[config.mk]
export PLATFORM = sky130hd
export DESIGN_NAME = olt_lookup_pipe
export DESIGN_NICKNAME = d
export VERILOG_FILES = /design/src/rtl/olt_pkg.sv /design/src/rtl/olt_sum_stage.sv /design/src/rtl/olt_read_port.sv /design/src/rtl/olt_lookup_pipe.sv
export SDC_FILE = /design/constraint.sdc
export NUM_CORES = 2
export LEC_CHECK = 0
export CORE_MARGIN = 4
export CORE_UTILIZATION = 50
export DETAILED_ROUTE_END_ITERATION = 12
export DONT_BUFFER_PORTS = 1
export RECOVER_POWER = 100
export SLEW_MARGIN = 20
export SYNTH_ARGS = -nofsm -noshare
export SYNTH_HDL_FRONTEND = slang
export SYNTH_SLANG_ARGS = --single-unit
[constraint.sdc]
create_clock -name clk -period 3.7 [get_ports clk]
set_input_delay 0.37 -clock clk [delete_from_list [all_inputs] [get_ports clk]]
set_output_delay 0.37 -clock clk [all_outputs]
set_load 0.05 [all_outputs]
[src/rtl/olt_pkg.sv]
// Package: shared fixed-point type and tree-index helpers for the offset-tree
// lookup pipeline. Assumes node indices fit in 32 bits.
package olt_pkg;

    localparam int FIX_W    = 32;
    localparam int FIX_FRAC = 11;

    typedef logic signed [FIX_W-1:0] fix_t;

    // Number of set bits: the tree depth of a node index.
    function automatic int unsigned ones_count(input int unsigned v);
        int unsigned n;
        n = 0;
        for (int b = 0; b < 32; b++) begin
            n += int'(v[b]);
        end
        return n;
    endfunction

    // Parent of a node: clear its lowest set bit (root maps to itself).
    function automatic int unsigned parent_of(input int unsigned v);
        return (v == 0) ? 0 : (v & (v - 1));
    endfunction

endpackage

[src/rtl/olt_sum_stage.sv]
// Module: one full-array stage of the lookup pipeline.
// Nodes at tree depth LEVEL add their parent's value, which is already final
// in prev_i. Every other node is forwarded unchanged. LEVEL 0 is the capture
// stage and forwards all nodes. Assumes N is a power of two.
module olt_sum_stage
    import olt_pkg::*;
#(
    parameter int N     = 16,
    parameter int LEVEL = 0
) (
    input  logic clk,
    input  logic rst_n,
    input  fix_t prev_i [N],
    output fix_t next_o [N]
);

    fix_t nxt_d [N];

    // Per-node next value: parent sum at this depth, else pass-through.
    for (genvar i = 0; i < N; i++) begin : g_node
        localparam int unsigned DEPTH = ones_count(i);
        localparam int unsigned PAR   = parent_of(i);
        if (LEVEL > 0 && DEPTH == LEVEL) begin : g_add
            assign nxt_d[i] = prev_i[i] + prev_i[PAR];
        end else begin : g_pass
            assign nxt_d[i] = prev_i[i];
        end
    end

    // Stage register: cleared by reset, loaded every cycle otherwise.
    always_ff @(posedge clk) begin
        if (!rst_n) begin
            for (int i = 0; i < N; i++) next_o[i] <= '0;
        end else begin
            for (int i = 0; i < N; i++) next_o[i] <= nxt_d[i];
        end
    end

endmodule

[src/rtl/olt_read_port.sv]
// Module: one client's read-only port into the final stage.
// Combinational select of the requested node; an index >= N yields zero.
// Assumes IDX_W > log2(N).
module olt_read_port
    import olt_pkg::*;
#(
    parameter int N     = 16,
    parameter int IDX_W = 5
) (
    input  fix_t             table_i [N],
    input  logic [IDX_W-1:0] idx_i,
    output fix_t             val_o
);

    localparam int SEL_W = $clog2(N);

    // Select the node, or zero when out of range.
    always_comb begin
        val_o = '0;
        if ({{(32-IDX_W){1'b0}}, idx_i} < 32'(N)) begin
            val_o = table_i[idx_i[SEL_W-1:0]];
        end
    end

endmodule

[src/rtl/olt_lookup_pipe.sv]
// Module: top of the offset-tree absolute-value lookup pipeline.
// Captures the offset array every cycle. log2(N) further stages complete
// one tree depth each, and CLIENTS independent ports read the last stage.
// Assumes N is a power of two, N >= 2.
module olt_lookup_pipe
    import olt_pkg::*;
#(
    parameter int N       = 16,
    parameter int CLIENTS = 3,
    parameter int IDX_W   = $clog2(N) + 1
) (
    input  logic                     clk,
    input  logic                     rst_n,
    input  logic [N*FIX_W-1:0]       offsets_i,
    input  logic [CLIENTS*IDX_W-1:0] rd_idx_i,
    output logic [CLIENTS*FIX_W-1:0] rd_val_o
);

    localparam int LEVELS = $clog2(N);
    localparam int STAGES = LEVELS + 1;

    fix_t link [STAGES+1][N];
    fix_t rd_val [CLIENTS];

    // Unpack the flat input into the stage-0 array.
    for (genvar i = 0; i < N; i++) begin : g_unpack
        assign link[0][i] = fix_t'(offsets_i[i*FIX_W +: FIX_W]);
    end

    // Chain of full-array stages: capture, then one per tree depth.
    for (genvar s = 0; s < STAGES; s++) begin : g_stage
        olt_sum_stage #(
            .N     (N),
            .LEVEL (s)
        ) u_stage (
            .clk    (clk),
            .rst_n  (rst_n),
            .prev_i (link[s]),
            .next_o (link[s+1])
        );
    end

    // One dedicated read port per client.
    for (genvar c = 0; c < CLIENTS; c++) begin : g_client
        olt_read_port #(
            .N     (N),
            .IDX_W (IDX_W)
        ) u_port (
            .table_i (link[STAGES]),
            .idx_i   (rd_idx_i[c*IDX_W +: IDX_W]),
            .val_o   (rd_val[c])
        );
        assign rd_val_o[c*FIX_W +: FIX_W] = rd_val[c];
    end

endmodule

==> impl_results.md <==
- First-pass GRT wire length: 539,400 um
- Pre-CTS setup slack: 278.5 ps
- Root Driver: clkbuf_16
- Hold_sp: offsets_i[170]
- Synthesized area: 103,800 um2
- IO Count: 625
- Core area: 205,400 um2
- Via count: 78.05k
- Crit. End Element: flop
- Period minus WS final: 3638 ps
- Syn nets: 10.59k
- Pin slew with the least headroom to its limit: 3296 ps
- Final period util: 0.9831
- DR pass1 iterations: 6
- Insertion delay to the later sink of the worst-skew pair: 940 ps
- Setup slack after layout: 62.42 ps
- Area grow syn2layout: 26.50%
- Async set-reset flop share out of synthesis: 0
- Req. time, crit path: 4570 ps
- Metal-1 WL: 154,000 um
- Pins over their slew limit: 915
- Wire length on met3: 31,280 um
- Drt drc: 0
- Synthesized area per cell: 10.83 um2
- Worst reg2reg endpoint: g_stage[3].u_stage.next_o[91]
- Largest Register: g_stage.u_stage.next_o
- Starting DRT DRC Count: 6,942
- Post-synth top area share: 0.4940
- Vias in the first global route: 78.75k
- Sequential area share after synthesis: 0.4940
- Final hold slack: 102.7 ps
- WS Path Type: flop to flop
- R2R Setup Slk: 60 ps
- Gr ovfl total: 0
- Most common cell after layout, fill and taps aside: dfxtp_1
- Total die area: 214,900 um2
- # nets final: 12.05k
- Layout cells sized above 1: 0.1024
- WL met2: 172,900 um
- FF-to-FF path depth: 11
- Htree depth: 5
- Initial antenna violation count: 69
- Biggest regs: g_stage.u_stage.next_o (2560)
- RR Startpoint: g_stage[2].u_stage.next_o[106]
- Post-Place Cell Area: 106,800 um2
- Remaining antenna violation count: 0
- Max Used Layer: met5
- Final setup fails: 0
- Post-DP HPWL: 268,800 um
- Routed WL: 379,500 um
- Sink Count: 2,560
- Leading area contributor after synthesis: dfxtp_1
- Commonest non-fill, non-tap cells in the layout: 2,551 x dfxtp_1, 1,480 x dlygate4sd3_1, 1,101 x and2_1, 1,050 x and2_0, 516 x nor2_1
- Average vias per placed instance: 5.586
- Crit Path Max Fanout: 7
- Site Rows: 166
- Deepest clock path buffer count: 4
- Synth unique cells: 92
- Initial Util: 0.5051
- Post-synth EDFFs: 0
- Worst Skew: 53.50 ps
- Die Width: 463.5 um
- TNS Setup: 0 ps
- Main area contributors after synthesis: dfxtp_1 49%, and2_1 13%, mux4_2 10%
- Worst Hold End: g_stage[0].u_stage.next_o[330]
- Clock slew at reported path FFs: 70 ps
- Ys Warns: 0
- GRT Total Usage: 0.3438
- Cts bufs inserted: 282
- Outcome: finished, violations left
- Arr. time, crit path: 4500 ps
- Crit start category: flop
- Final hold vios: 0
- TritonCTS clock tree: built
- Max Cap Violations: 4
- Failing checks: max-capacitance violations, max-slew violations
- Max Freq: 274.9 MHz
- Pleak: 56.89 nW
- Slew HR: -1.197
- Hold path depth: 2
- Hold WC Path Type: input pin to flop
- Synth Flop Type: dfxtp_1
- Max reg flops: 2,560
- Cells after Synth: 9,578
- Wire length per cell: 27.16 um
- Max VDD drop: 0.5893 mV
- Chip height: 463.5 um
- IO Port Bufs: 0
- Largest net degree at the start of global routing: 1,907
- GP Congestion: 0.9717
- Power per cell area: 501.2 nW/um2
- FF+latch count, synth: 2,560
- Post-route cell area: 131,200 um2
-- through the flow --
stage	cells	power, mW	util
after floorplan	9578	34.04	-
final	13972	65.78	0.6389
after detailed placement	11950	36.10	0.5198
after global placement	11950	36.09	0.5198
after global routing	13927	67.77	0.6384
after CTS	13912	65.59	0.6380
-- logic make-up (layout without fill, tap and decap cells) --
family / count (synthesis) / count (layout) / share of synthesized area
AOI/OAI and AO/OA: 1458 / 1458 / 0.09201
and+or+nand+nor: 3596 / 3596 / 0.1963
muxes: 521 / 521 / 0.1082
buffers and inverters: 639 / 2296 / 0.02324
xor gates and xnor gates: 324 / 324 / 0.02735
adders and majority gates: 480 / 480 / 0.05897
other: 0 / 49 / 0
DFF: 2560 / 2560 / 0.4940
-- how the worst max path moves through the flow --
| stage | start | endpoint | slack [ps] | depth (start not counted) |
|---|---|---|---|---|
| finish | g_stage[2].u_stage.next_o[106] | g_stage[3].u_stage.next_o[91] | 60 | 11 |
| global route | g_stage[2].u_stage.next_o[96] | g_stage[3].u_stage.next_o[92] | -30 | 12 |
| CTS | g_stage[2].u_stage.next_o[97] | g_stage[3].u_stage.next_o[91] | 30 | 11 |
| detailed placement | g_stage[1].u_stage.next_o[225] | g_stage[2].u_stage.next_o[120] | 280 | 10 |
| global placement | g_stage[1].u_stage.next_o[225] | g_stage[2].u_stage.next_o[120] | 270 | 10 |
| floorplan | g_stage[0].u_stage.next_o[480] | g_stage[1].u_stage.next_o[444] | 690 | 11 |
-- cell usage after synthesis (all sizes together) (15+ instances only) --
cell type	n
o21bai	63
and3	48
dfxtp	2560
a21oi	454
nor3	80
inv	139
clkbuf	444
o2111ai	17
and4	17
or3	30
nor3b	26
nand2b	75
a211o	15
a2111oi	16
and2	2151
nor2	516
o211ai	29
a21o	299
a41oi	20
nand2	283
a211oi	50
nand4	51
mux4	480
nand3	123
mux2i	40
o21ai	224
xor2	154
nor4	19
a31oi	68
fa	15
o21a	54
xnor2	170
ha	465
nor2b	141
buf	56
o31ai	27
-- power breakdown --
| part | total (mW) | leakage (nW) | internal, mW | switching (mW) |
|---|---|---|---|---|
| combinational | 6.97 | 31.3 | 3.24 | 3.73 |
| sequential | 30.1 | 21.0 | 29.0 | 1.12 |
| clock | 28.7 | 4.60 | 17.3 | 11.4 |
-- per-layer routing --
metal  GRT usage  up-vias
met5           0        -
met1      0.4411    38180
li1            -    35979
met4      0.1686       12
met3     0.08392      773
met2      0.5439     3101
-- worst max-delay path: stages, from the launching register on --
cell,delay (ps)
dfxtp_1,660
ha_1,420
a21oi_1,190
nor2b_1,60
o21ai_0,140
o21ai_0,170
o21ai_1,310
a31oi_1,260
or2_2,380
a31oi_1,210
mux2i_1,210
dlygate4sd3_1,560
-- what timing repair did --
item,in CTS,in global routing
buffers inserted,0,3
endpoints found under the setup margin,0,21
hold buffers,1482,0
resized for setup,0,19
endpoints found under the hold margin,1362,0
-- cell type report --
type | count | area [um2]
clock buffers | 374 | 8001
fillers | 15814 | 74170
multi-input cells | 6379 | 50140
clock inverters | 106 | 1414
repair buffers | 1677 | 16410
flip-flops and latches | 2560 | 51260
diodes | 49 | 122.6
well taps | 2688 | 3363
inverters | 139 | 529.3
Note: power is estimated with default switching activity, not from simulation.
